<file path="src/rtl/evt_irq_pkg.sv">
package evt_irq_pkg;
  typedef struct packed {
    logic csr;
    logic cfg;
  } sel_t;

  function automatic sel_t decode(input logic [7:0] addr, input logic [7:0] csr_a,
                                  input logic [7:0] cfg_a);
    sel_t s;
    s.csr = (addr == csr_a);
    s.cfg = (addr == cfg_a);
    return s;
  endfunction
endpackage

</file>
<file path="src/rtl/evt_irq_status.sv">
module evt_irq_status #(
  parameter int NUM_EVT = 8
) (
  input  logic               clk_i,
  input  logic               rst_ni,
  input  logic [NUM_EVT-1:0] evt_i,
  input  logic               clr_i,
  output logic [NUM_EVT-1:0] status_o
);
  for (genvar k = 0; k < NUM_EVT; k++) begin : g_flag
    // a new event wins over the clear
    always_ff @(posedge clk_i or negedge rst_ni) begin
      if (!rst_ni)       status_o[k] <= 1'b0;
      else if (evt_i[k]) status_o[k] <= 1'b1;
      else if (clr_i)    status_o[k] <= 1'b0;
    end
  end

  a_r10_sticky: assert property (@(posedge clk_i) disable iff (!rst_ni)
    (!clr_i) |=> ((status_o & $past(status_o)) == $past(status_o)));
  a_r7_no_loss: assert property (@(posedge clk_i) disable iff (!rst_ni)
    (|evt_i) |=> ((status_o & $past(evt_i)) == $past(evt_i)));
  a_r4_clear: assert property (@(posedge clk_i) disable iff (!rst_ni)
    (clr_i && evt_i == '0) |=> (status_o == '0));
endmodule

</file>
<file path="src/rtl/evt_irq_regs.sv">
module evt_irq_regs
  import evt_irq_pkg::*;
#(
  parameter int         NUM_EVT  = 8,
  parameter int         DW       = 16,
  parameter int         AW       = 5,
  parameter logic [7:0] CSR_ADDR = 8'h11,
  parameter logic [7:0] CFG_ADDR = 8'h12
) (
  input  logic               clk_i,
  input  logic               rst_ni,
  input  logic [AW-1:0]      addr_i,
  input  logic               rd_i,
  input  logic               wr_i,
  input  logic [DW-1:0]      wdata_i,
  input  logic [NUM_EVT-1:0] status_i,
  output logic [NUM_EVT-1:0] en_o,
  output logic               pol_o,
  output logic               clr_o,
  output logic [DW-1:0]      rdata_o
);
  localparam int EN_LSB = DW / 2;

  sel_t          sel;
  logic [DW-1:0] rd_word;

  assign sel   = decode(8'(addr_i), CSR_ADDR, CFG_ADDR);
  assign clr_o = rd_i && sel.csr;

  always_ff @(posedge clk_i or negedge rst_ni) begin
    if (!rst_ni) begin
      en_o  <= '0;
      pol_o <= 1'b0;
    end else if (wr_i) begin
      if (sel.csr) en_o  <= wdata_i[EN_LSB +: NUM_EVT];
      if (sel.cfg) pol_o <= wdata_i[0];
    end
  end

  always_comb begin
    rd_word = '0;
    if (sel.csr) begin
      rd_word[EN_LSB +: NUM_EVT] = en_o;
      rd_word[0 +: NUM_EVT]      = status_i;
    end else if (sel.cfg) begin
      rd_word[0] = pol_o;
    end
  end

  always_ff @(posedge clk_i or negedge rst_ni) begin
    if (!rst_ni)   rdata_o <= '0;
    else if (rd_i) rdata_o <= rd_word;
  end

  a_r2_en_load: assert property (@(posedge clk_i) disable iff (!rst_ni)
    (wr_i && sel.csr) |=> (en_o == $past(wdata_i[EN_LSB +: NUM_EVT])));
  a_r9_rdata_hold: assert property (@(posedge clk_i) disable iff (!rst_ni)
    (!rd_i) |=> $stable(rdata_o));
endmodule

</file>
<file path="src/rtl/evt_irq_pin.sv">
module evt_irq_pin #(
  parameter int NUM_EVT = 8
) (
  input  logic [NUM_EVT-1:0] status_i,
  input  logic [NUM_EVT-1:0] en_i,
  input  logic               pol_i,
  output logic               irq_o,
  output logic               irq_oe_o
);
  assign irq_oe_o = |(status_i & en_i);
  // level shown while released is the inactive one
  assign irq_o    = irq_oe_o ? pol_i : ~pol_i;
endmodule

</file>
<file path="src/rtl/evt_irq_ctrl.sv">
module evt_irq_ctrl #(
  parameter int         NUM_EVT  = 8,
  parameter int         DW       = 16,
  parameter int         AW       = 5,
  parameter logic [7:0] CSR_ADDR = 8'h11,
  parameter logic [7:0] CFG_ADDR = 8'h12
) (
  input  logic               clk_i,
  input  logic               rst_ni,
  input  logic [NUM_EVT-1:0] evt_i,
  input  logic [AW-1:0]      addr_i,
  input  logic               rd_i,
  input  logic               wr_i,
  input  logic [DW-1:0]      wdata_i,
  output logic [DW-1:0]      rdata_o,
  output logic               irq_o,
  output logic               irq_oe_o
);
  logic [NUM_EVT-1:0] status, en;
  logic               pol, clr;

  evt_irq_regs #(
    .NUM_EVT(NUM_EVT), .DW(DW), .AW(AW), .CSR_ADDR(CSR_ADDR), .CFG_ADDR(CFG_ADDR)
  ) i_regs (
    .clk_i, .rst_ni, .addr_i, .rd_i, .wr_i, .wdata_i,
    .status_i(status), .en_o(en), .pol_o(pol), .clr_o(clr), .rdata_o
  );

  evt_irq_status #(.NUM_EVT(NUM_EVT)) i_status (
    .clk_i, .rst_ni, .evt_i, .clr_i(clr), .status_o(status)
  );

  evt_irq_pin #(.NUM_EVT(NUM_EVT)) i_pin (
    .status_i(status), .en_i(en), .pol_i(pol), .irq_o, .irq_oe_o
  );

  a_r3_level: assert property (@(posedge clk_i) disable iff (!rst_ni)
    irq_oe_o |-> (irq_o == pol));
  a_r6_release: assert property (@(posedge clk_i) disable iff (!rst_ni)
    ((status & en) == '0) |-> !irq_oe_o);
  a_r5_status_wr: assert property (@(posedge clk_i) disable iff (!rst_ni)
    (wr_i && !rd_i && evt_i == '0) |=> $stable(status));
  a_r8_masked: assert property (@(posedge clk_i) disable iff (!rst_ni)
    (en == '0) |-> !irq_oe_o);
endmodule

</file>
<file path="config.mk">
export PLATFORM = sky130hd
export DESIGN_NAME = evt_irq_ctrl
export DESIGN_NICKNAME = d
export VERILOG_FILES = /design/src/rtl/evt_irq_pkg.sv /design/src/rtl/evt_irq_status.sv /design/src/rtl/evt_irq_regs.sv /design/src/rtl/evt_irq_pin.sv /design/src/rtl/evt_irq_ctrl.sv
export SDC_FILE = /design/constraint.sdc
export NUM_CORES = 1
export LEC_CHECK = 0
export BUFFER_PORTS_ARGS = -buffer_cell sky130_fd_sc_hd__buf_2
export CAP_MARGIN = 10
export CORE_MARGIN = 1
export CORE_UTILIZATION = 47
export DETAILED_ROUTE_END_ITERATION = 10
export PLACE_DENSITY = 0.73
export RECOVER_POWER = 25
export SYNTH_ARGS = -nofsm -noshare
export SYNTH_HDL_FRONTEND = slang
export SYNTH_SLANG_ARGS = --single-unit
</file>
<file path="constraint.sdc">
create_clock -name clk_i -period 1.3 [get_ports clk_i]
set_input_delay 0.065 -clock clk_i [delete_from_list [all_inputs] [get_ports clk_i]]
set_output_delay 0.065 -clock clk_i [all_outputs]
set_load 0.005 [all_outputs]
</file>
---- Word-level counts from Yosys, hierarchy flattened ----
Index checks and enable logic that the tools add are counted.
cells by class
  equal/unequal tests ..................... 2
  multiplexer cells ....................... 13
  bitwise logic cells ..................... 2
  reductions and logical operators ........ 12
operators by type and width
  kind                                        count
  2-bit nonzero test                          8
  15-bit two-way mux                          1
  1-bit two-way mux                           12
  5-bit equality test, second input constant  2
  8-bit bitwise AND                           1
  8-bit OR reduction                          1
  2-bit AND reduction                         2
  1-bit logical AND                           1
  1-bit inverter                              1
storage, ports and cells
  register bits after elaboration ......... 33
  input port bits ......................... 33
  output and inout port bits .............. 18
  logic and storage cells ................. 40

---- Depth between registers and ports, before layout ----
Gate-level depths: netlist of run 1.
  depth after elaboration ................. 4
  depth in mapped cells ................... 6
  mapped depth without buffers ............ 4

---- Cells and area by module ----
From an unflattened synthesis of run 1, not the netlist that was laid out.
unflattened totals
  cells, all modules ...................... 86
  area, all modules ....................... 1330.0 um^2
modules (own cells, without submodules)
  module          times used  cells an instance  area an instance (um^2)  sequential area each (um^2)
  evt_irq_regs    1           63                 994.7                    625.6
  evt_irq_status  1           17                 264.0                    200.2
  evt_irq_pin     1           6                  71.3                     0.0

---- Least setup slack after synthesis of run 1 ----
No wires, ideal clock.
  kind .................................... register -> output
  from .................................... register i_status.status_o[6]
  to ...................................... output irq_o
  data arrival time ....................... 1124 ps
  required time ........................... 1235 ps
  slack ................................... 111 ps
  cell stages (with the launch flop) ...... 5
  buffers on the path ..................... 0
  path through ............................ dfrtp_1 -> a22o_1 -> a221oi_1 -> nand3_1 -> xnor2_1
on the way
  cells in the longest elaborated chain, start to end .. 3
RTL lines
  item                               RTL line              text
  from (decl)                        evt_irq_status.sv:8   output logic [NUM_EVT-1:0] status_o
  from (signal, indexed assignment)  evt_irq_status.sv:13  if (!rst_ni) status_o[k] <= 1'b0;
  from (signal, indexed assignment)  evt_irq_status.sv:14  else if (evt_i[k]) status_o[k] <= 1'b1;
  from (signal, indexed assignment)  evt_irq_status.sv:15  else if (clr_i) status_o[k] <= 1'b0;
  8-bit bitwise AND                  evt_irq_pin.sv:10     assign irq_oe_o = |(status_i & en_i);
  8-bit OR reduction                 evt_irq_pin.sv:10
  named net irq_oe_o                 evt_irq_ctrl.sv:17    output logic irq_oe_o
  1-bit two-way mux                  evt_irq_pin.sv:12     assign irq_o = irq_oe_o ? pol_i : ~pol_i;
  to (decl)                          evt_irq_ctrl.sv:16    output logic irq_o,
The timed path passes the listed nets, and every way through them passes these cells.

---- Final worst setup path of run 1 ----
  from .................................... register i_status.status_o[6]
  to ...................................... output irq_o
on the way
  cells in the longest elaborated chain, start to end .. 3
RTL lines
  item                RTL line
  8-bit bitwise AND   evt_irq_pin.sv:10
  8-bit OR reduction  evt_irq_pin.sv:10
  1-bit two-way mux   evt_irq_pin.sv:12
No other way between the ends.

==> flow_summary.json, run 1 <==
{
  "cts_inserted_buffers": 5,
  "grt_usage": 0.2242,
  "drtAntennaViolNets": 0,
  "path_max_fanout": 2,
  "grt_pass1_vias": 1150,
  "layout_common_cells": "buf_2, dfrtp_1, dlygate4sd3_1",
  "ff2ff_path_depth": 4,
  "die_h_um": 55.35,
  "ys_seq_area_frac": 0.6174,
  "ios": 51,
  "ys_seq_elements": 33,
  "cp_top_family": "compound AO/OA/AOI/OAI gates",
  "p_total_mw": 2.044,
  "overflow": 0,
  "cts_root_buffer": "clkbuf_4",
  "nFillCells": 196,
  "vias_per_cell": 4.927,
  "post-route-min-period_ps": 1698,
  "drc_errors": 0,
  "place.port_buffers": 43,
  "status": "complete, but fails checks",
  "hp-class": "primary input to register",
  "synth_compound_area_frac": 0.1384,
  "yosys-mux-area-fraction": 0.07577,
  "slew_violations": 0,
  "dp_slack_ps": -72.56,
  "cts_sinks": 33,
  "clock.fmax_mhz": 589.0,
  "power.share.clock": 0.269,
  "p_comb_frac": 0.168,
  "hold_viol": 0,
  "clk_latency_ps": 340,
  "wirelength_mm": 3.054,
  "rows": 18,
  "start_util": 0.5164,
  "clkTransAtPathRegs_ps": 100,
  "grtUsageMet1": 0.2621,
  "grt_pass1_wl_mm": 5.237,
  "ys_warn_count": 0,
  "die_x_um": 55.35,
  "grt_max_degree": 18,
  "cp-start-kind": "register",
  "antenna_found_initial": 0,
  "synth_xor_area_frac": 0.006548,
  "rsz0062_at_grt": "true",
  "final.period_utilization": 1.306,
  "slew_headroom": 0.4151,
  "mostFrequentLayoutCell": "buf_2",
  "cp_num_buf_inv": 1,
  "whs_path_depth": 2,
  "synth_top_family_by_area": "compound AO/OA/AOI/OAI gates",
  "path_cells": "a22o_1 -> a221oi_2 -> nand3_2 -> xnor2_2 -> buf_2",
  "async_flop_share": 1.000,
  "violations": "setup timing",
  "fin_ws_ps": -397.7,
  "synth_nets": 149,
  "max-cap-violations": 0,
  "wire_per_inst_um": 13.88,
  "synth_fa_ha_area_frac": 0,
  "cp_slowest_cell": "dfrtp_1",
  "p_switching_mw": 0.5354,
  "vias": 1084,
  "globalplace.congestion": 0.7416,
  "place_area_um2": 1614,
  "drive_gt1_frac": 0.3842,
  "dp_hpwl_mm": 2.050,
  "drt_iter0_markers": 20,
  "first_pass_iters": 4,
  "required_ps": 1240,
  "cts_tree": "yes",
  "worst-setup-path-type": "register to output pin",
  "avgSynthCellArea_um2": 11.53,
  "tns_ps": -788.3,
  "crit_path_max_incr_delay_ps": 400,
  "worstMarginPinSlew_ps": 877.4,
  "syn_to_final_growth_pct": 40.50,
  "synth_cells": 116,
  "grt_use_met3": 0.07026,
  "use_met2": 0.3873,
  "die_area_um2": 3063,
  "syn_area_um2": 1338,
  "cts_max_path_buffers": 2,
  "core_um2": 2590,
  "p_per_area_nw_per_um2": 1087,
  "antennaDiodeCount": 0,
  "synthSimpleGateAreaFrac": 0.09167,
  "pwr-share-seq": 0.562,
  "final_nets": 222,
  "intPower_mw": 1.508,
  "final_design_area_no_fill_um2": 1879,
  "p_leak_nw": 0.9012,
  "htree_levels": 2,
  "busiest_layer": "met2",
  "worst_setup_path_end_kind": "output pin",
  "synth_cell_types": 21,
  "vdd_drop_max_mv": 0.9121,
  "crit_cells": 5,
  "arrival_ps": 1630,
  "setup_viol": 2,
  "ys.flop_type": "dfrtp_1",
  "p_sw_frac": 0.2620,
  "synth_edf_count": 0,
  "skew_ps": 7.551
}
-- cells in the mapped netlist, types with 2 or more instances --
cell / count / share of area
o21ai_1: 6 / 0.022
o21ai_0: 8 / 0.030
a21o_1: 8 / 0.045
inv_1: 16 / 0.045
clkbuf_1: 2 / 0.0056
nand3_1: 3 / 0.011
mux2_2: 9 / 0.076
a22oi_1: 3 / 0.017
nand2_1: 16 / 0.045
nor2b_1: 2 / 0.0094
dfrtp_1: 33 / 0.62
-- cell families after synthesis --
kind of cell,after synthesis
flip-flops,33
AO/OA/AOI/OAI,29
AND/OR/NAND/NOR,24
buffers and inverters,20
multiplexers,9
XOR/XNOR,1
-- final cells by class --
type                       instances  area [um2]  area share
sequential                        33       825.8      0.4394
clock buffer                       6       41.29     0.02197
timing repair buffer              70       467.9      0.2490
tap                               30       37.54     0.01997
clock inverter                     2       10.01    0.005326
inverter                          16       60.06     0.03196
multi-input combinational         63       436.7      0.2324
-- power groups by stage --
stage	registers [mW]	logic [mW]	clock network, mW
after floorplan	1.15	0.124	0
after global placement	1.16	0.251	0
after detailed placement	1.16	0.260	0
after CTS	1.14	0.327	0.562
after global routing	1.16	0.376	0.605
final	1.15	0.344	0.550
-- sequential cells by signal (all words and copies together), names as in the netlist --
| register | cells |
|---|---|
| i_regs.en_o | 8 |
| i_regs.pol_o | 1 |
| i_status.status_o | 8 |
| i_regs.rdata_o | 16 |
-- per-stage QoR --
step	hold WS, ps	std cells	util
global route	15.05	220	0.7256
global placement	14.19	191	0.6232
finish	30.92	220	0.7256
CTS	19.96	219	0.7232
floorplan	-230.6	116	-
detailed placement	17.08	191	0.6232
-- final timing paths --
check | start | slack (ps) | to
worst min register to register | i_regs.rdata_o[8] | 510 | i_regs.rdata_o[8]
max in group asynchronous | rst_ni | 200 | i_status.status_o[7]
min in group asynchronous | rst_ni | 350 | i_regs.rdata_o[3]
worst max register to register | i_regs.en_o[6] | 150 | i_regs.en_o[6]
worst max-delay path | i_status.status_o[6] | -400 | irq_o
worst min-delay path | rd_i | 30 | i_regs.rdata_o[5]
-- metal layers --
| layer | vias up | wire length [um] | share of wire |
|---|---|---|---|
| met5 | - | 0 | 0 |
| met4 | 0 | 42 | 0.014 |
| met2 | 40 | 1567 | 0.51 |
| li1 | 530 | - | - |
| met3 | 6 | 172 | 0.056 |
| met1 | 508 | 1272 | 0.42 |
-- repair_timing --
item | 4_1_cts | 5_1_grt
pin swaps | 3 | 3
hold buffers | 18 | 0
resized for setup | 2 | 2
setup buffers | 2 | 1
hold endpoints to repair | 50 | 0
endpoints found under the setup margin | 2 | 2
Power figures use the tool's default switching activity.
==> run 2, diff against run 1 <==
CAP_MARGIN = not set   (was 10)
TNS_END_PERCENT = 5   (was not set)
==> run 2 against run 1 <==
The run still ends with setup timing left. Clock power is essentially flat. Worst hold slack lost 4.6 ps. Power shrank 0.45%.
==> flow_summary.json, run 2 (same netlist as run 1, synthesis figures left out) <==
{
  "rows": 18,
  "grt_pass1_wl_mm": 5.195,
  "worst_setup_path_end_kind": "output pin",
  "drc_errors": 0,
  "clock.fmax_mhz": 588.4,
  "top_regs": "i_regs.rdata_o (16), i_regs.en_o (8), i_status.status_o (8)",
  "drt_iter0_markers": 19,
  "path_max_fanout": 2,
  "final_design_area_no_fill_um2": 1873,
  "required_ps": 1240,
  "htree_levels": 2,
  "rsz0062_at_grt": "true",
  "cts_max_path_buffers": 2,
  "vdd_drop_max_mv": 0.9119,
  "dp_hpwl_mm": 2.050,
  "antenna_found_initial": 0,
  "antennaDiodeCount": 0,
  "skew_ps": 7.581,
  "die_x_um": 55.35,
  "violations": "setup timing",
  "grt_max_degree": 18,
  "core_um2": 2590,
  "place.port_buffers": 43,
  "max-cap-violations": 0,
  "die_area_um2": 3063,
  "clk_latency_ps": 340,
  "grt_usage": 0.2227,
  "status": "complete, but fails checks",
  "drtAntennaViolNets": 0,
  "mostFrequentLayoutCell": "buf_2",
  "syn_to_final_growth_pct": 40.04,
  "overflow": 0,
  "worst-setup-path-type": "register to output pin",
  "cts_tree": "yes",
  "drive_gt1_frac": 0.3842,
  "cp_slowest_cell": "dfrtp_1",
  "slew_headroom": 0.4154,
  "globalplace.congestion": 0.7416,
  "vias": 1075,
  "setup_viol": 2,
  "grt_pass1_vias": 1142,
  "final.period_utilization": 1.307,
  "slew_violations": 0,
  "worstMarginPinSlew_ps": 876.9,
  "cts_inserted_buffers": 5,
  "fin_ws_ps": -399.6,
  "hold_viol": 0,
  "layout_common_cells": "buf_2, dfrtp_1, dlygate4sd3_1",
  "die_h_um": 55.35,
  "wirelength_mm": 3.048,
  "hp-class": "primary input to register",
  "vias_per_cell": 4.886,
  "ios": 51,
  "first_pass_iters": 4,
  "p_leak_nw": 0.8978,
  "crit_path_max_incr_delay_ps": 400,
  "cts_root_buffer": "clkbuf_4",
  "p_per_area_nw_per_um2": 1086,
  "clkTransAtPathRegs_ps": 100,
  "cp-start-kind": "register",
  "dp_slack_ps": -72.56,
  "max_flop_register": "i_regs.rdata_o",
  "largest_reg_flops": 16,
  "start_util": 0.5164,
  "final_nets": 222,
  "place_area_um2": 1614,
  "wire_per_inst_um": 13.85,
  "cts_sinks": 33,
  "arrival_ps": 1630,
  "path_cells": "a22o_1 -> a221oi_2 -> nand3_2 -> xnor2_2 -> buf_2",
  "post-route-min-period_ps": 1700
}
## run 2: area by class of cell
cell class	instances	area [um2]
sequential	33	825.8
fill	198	716.9
timing repair buffer	70	461.7
multi-input combinational	63	436.7
inverter	16	60.06
clock buffer	6	41.29
tap	30	37.54
clock inverter	2	10.01
## run 2: timing repair
item	in CTS	in global routing
hold endpoints to repair	50	0
buffers inserted	2	1
hold buffers	18	0
setup endpoints to repair	2	2
pin swaps	3	3
gates resized for setup	1	2
## run 2: power breakdown
group,switching (mW),total [mW],internal [mW]
logic,0.132,0.336,0.204
registers,0.0574,1.15,1.09
clock network,0.343,0.549,0.206
## run 2: final timing paths
kind	from	end	slack (ps)	cells past startpoint
max	i_status.status_o[6]	irq_o	-400	5
min	rd_i	i_regs.rdata_o[5]	30	2
max reg2reg	i_regs.en_o[6]	i_regs.en_o[6]	150	4
min reg2reg	i_regs.rdata_o[8]	i_regs.rdata_o[8]	510	2
max in group asynchronous	rst_ni	i_status.status_o[7]	200	3
min in group asynchronous	rst_ni	i_regs.rdata_o[3]	350	2
## run 2: per-layer routing
| layer | up-vias | wire, um | track usage |
|---|---|---|---|
| met4 | 0 | 40 | 0.07857 |
| met5 | - | 0 | 0 |
| met3 | 5 | 141 | 0.07026 |
| met1 | 506 | 1306 | 0.2590 |
| li1 | 529 | - | - |
| met2 | 35 | 1560 | 0.3855 |
## run 2: critical path, delay by kind of cell, from the launching register on
family / cells / cell delay, ps
flops: 1 / 400
xor+xnor: 1 / 160
compound gates: 2 / 470
simple gates: 1 / 150
buf+inv: 1 / 120
## run 2: per-stage QoR
| stage | hold slack (ps) | TNS (ps) | utilization | std cells | power [mW] |
|---|---|---|---|---|---|
| floorplan | -230.6 | 0 | - | 116 | 1.273 |
| global placement | 14.19 | -73.21 | 0.6232 | 191 | 1.408 |
| detailed placement | 17.08 | -129.9 | 0.6232 | 191 | 1.424 |
| CTS | 19.96 | -760.4 | 0.7208 | 219 | 2.025 |
| global route | 15.05 | -1712 | 0.7232 | 220 | 2.129 |
| finish | 26.34 | -797.6 | 0.7232 | 220 | 2.034 |
==> run 3, diff against run 2 <==
SYNTH_HIERARCHICAL = 1   (was not set)
==> run 3 against run 2 <==
The run still ends with setup timing left. Power down 0.22%. Sequential share of layout area about the same. Critical path depth down 1. Clock skew down 4.9 ps. Register-to-register slack better by 210 ps. Routed wire length down 8.9%. Fmax up 20%. Global-route usage down 1.7 points. First-iteration DRC count down 74%. Worst hold slack worse by 16 ps. Largest cell class unchanged.
==> flow_summary.json, run 3 <==
{
  "synth_cell_types": 21,
  "pwr-share-seq": 0.565,
  "grt_pass1_vias": 925,
  "p_per_area_nw_per_um2": 1083,
  "violations": "setup timing",
  "path_max_fanout": 2,
  "cts_root_buffer": "clkbuf_4",
  "rsz0062_at_grt": "true",
  "final.period_utilization": 1.093,
  "worst-setup-path-type": "register to output pin",
  "clkTransAtPathRegs_ps": 90,
  "clock.fmax_mhz": 703.5,
  "die_h_um": 55.20,
  "mostFrequentLayoutCell": "buf_2",
  "drt_iter0_markers": 5,
  "p_leak_nw": 0.9475,
  "skew_ps": 2.669,
  "crit_start": "i_status/status_o[6]",
  "slew_headroom": 0.6537,
  "status": "complete, but fails checks",
  "max_flop_register": "i_regs/rdata_o",
  "fin_ws_ps": -121.4,
  "overflow": 0,
  "worstMarginPinSlew_ps": 518.8,
  "p_sw_frac": 0.2376,
  "rows": 18,
  "htree_levels": 2,
  "hold_viol": 0,
  "die_x_um": 55.20,
  "cp-start-kind": "register",
  "clk_latency_ps": 320,
  "ys.flop_type": "dfrtp_1",
  "antenna_found_initial": 0,
  "final_nets": 195,
  "cts_inserted_buffers": 5,
  "cts_max_path_buffers": 2,
  "largest_reg_flops": 16,
  "ys_seq_elements": 33,
  "vias_per_cell": 5.203,
  "async_flop_share": 1.000,
  "cts_sinks": 33,
  "core_um2": 2567,
  "ios": 51,
  "vdd_drop_max_mv": 0.8919,
  "r2r_start": "i_status/status_o[0]",
  "arrival_ps": 1360,
  "grt_usage": 0.2057,
  "synth_area_leaders": "dfrtp_1, a22o_2, mux2_2",
  "wl_met3_um": 124,
  "synth_nets": 119,
  "post-route-util": 0.7300,
  "avgSynthCellArea_um2": 15.47,
  "intPower_mw": 1.548,
  "globalplace.congestion": 0.7148,
  "cts_resized": 0,
  "nFillCells": 196,
  "synth_edf_count": 0,
  "synth_top_area_cell": "dfrtp_1",
  "wirelength_mm": 2.776,
  "m1WireLength_mm": 1.184,
  "antennaDiodeCount": 0,
  "top_regs": "i_regs/rdata_o (16), i_regs/en_o (8), i_status/status_o (8)",
  "layout_common_cells": "buf_2, dfrtp_1, dlygate4sd3_1",
  "hp-class": "primary input to register",
  "synth_top_area_frac": 0.6209,
  "p_switching_mw": 0.4823,
  "p_comb_frac": 0.158,
  "required_ps": 1240,
  "die_area_um2": 3046,
  "vias": 999,
  "dp_hpwl_mm": 1.877,
  "ys_seq_area_frac": 0.6209,
  "grt_pass1_wl_mm": 4.098,
  "max-cap-violations": 0,
  "syn_to_final_growth_pct": 40.92,
  "drc_errors": 0,
  "syn_area_um2": 1330,
  "drtAntennaViolNets": 0,
  "wire_per_inst_um": 14.46,
  "wl_met2_mm": 1.448,
  "top_layer_used": "met4",
  "timing.hold.ws_ps": 10.75,
  "synth_cells": 86,
  "start_util": 0.5180,
  "setup_viol": 2,
  "synth_common_cells": "dfrtp_1, a22o_2, mux2_2",
  "dp_slack_ps": 210.9,
  "grt_max_degree": 19,
  "hp-start": "addr_i[2]",
  "slew_violations": 0,
  "place.port_buffers": 43,
  "cts_tree": "yes",
  "tns_ps": -128.4,
  "drive_gt1_frac": 0.5741,
  "ys_warn_count": 6,
  "worst_setup_path_end_kind": "output pin",
  "power.share.clock": 0.277,
  "post-route-min-period_ps": 1421,
  "first_pass_iters": 4,
  "synth_most_common_cell": "dfrtp_1"
}
==> run 3: cell count changes in the layout (fill, tap and decap cells not counted), moves of 4 or more <==
cell     delta
a22o_2     +14
a22oi_2     +4
inv_1      -15
nand2_1    -14
o21ai_0     -8
o21ai_1     -6
==> run 3: cell type report <==
type / count / area [um2] / area share
tap: 30 / 37.54 / 0.02003
sequential: 33 / 825.8 / 0.4406
inverter: 2 / 7.507 / 0.004005
multi-input combinational: 48 / 470.5 / 0.2510
clock buffer: 7 / 55.05 / 0.02937
timing repair buffer: 72 / 478.0 / 0.2550
==> run 3: power groups by stage <==
stage | logic [mW] | clock network (mW) | registers [mW]
6_report | 0.320 | 0.562 | 1.15
5_1_grt | 0.352 | 0.624 | 1.16
4_1_cts | 0.308 | 0.579 | 1.15
3_5_place_dp | 0.252 | 0 | 1.17
3_3_place_gp | 0.245 | 0 | 1.17
2_1_floorplan | 0.142 | 0 | 1.16
==> run 3: stage by stage <==
| stage | std cells | instance area, um2 | power [mW] |
|---|---|---|---|
| 6_report | 192 | 1874 | 2.030 |
| 5_1_grt | 192 | 1874 | 2.133 |
| 4_1_cts | 190 | 1874 | 2.037 |
| 3_5_place_dp | 159 | 1592 | 1.425 |
| 3_3_place_gp | 159 | 1592 | 1.414 |
| 2_1_floorplan | 86 | 1330 | 1.300 |
==> run 3: what timing repair did <==
item | CTS | global route
hold buffers | 19 | 0
endpoints found under the setup margin | 2 | 2
pin swaps | 1 | 1
endpoints found under the hold margin | 51 | 0
setup buffers | 5 | 2
==> run 3: cells by family (layout without fill, tap and decap cells) <==
| kind of cell | count (synthesis) | count (layout) | synth area share |
|---|---|---|---|
| XOR/XNOR | 1 | 1 | 0.006586 |
| AO/OA/AOI/OAI | 29 | 29 | 0.2070 |
| multiplexers | 9 | 9 | 0.07620 |
| buffers and inverters | 5 | 81 | 0.02539 |
| flip-flops | 33 | 33 | 0.6209 |
| AND/OR/NAND/NOR | 9 | 9 | 0.06397 |
==> run 3: critical path, stage by stage, from the launching register on <==
cell	delay, ps
dfrtp_1	400
a22oi_2	220
nand4_2	150
xnor2_1	140
buf_2	130
==> run 3: final timing paths <==
| kind | depth (start not counted) | slack, ps | to |
|---|---|---|---|
| max | 4 | -120 | irq_o |
| min | 4 | 10 | i_regs/rdata_o[0] |
| max reg2reg | 3 | 360 | i_regs/rdata_o[0] |
| min reg2reg | 1 | 490 | i_regs/rdata_o[0] |
| max in group asynchronous | 3 | 380 | i_regs/rdata_o[8] |
| min in group asynchronous | 2 | 200 | i_regs/rdata_o[6] |
==> run 3: metal layers <==
metal  up-vias  track usage
met5         -            0
met4         0      0.07500
met3         2      0.08197
met2        21       0.3213
met1       502       0.2566
li1        474            -
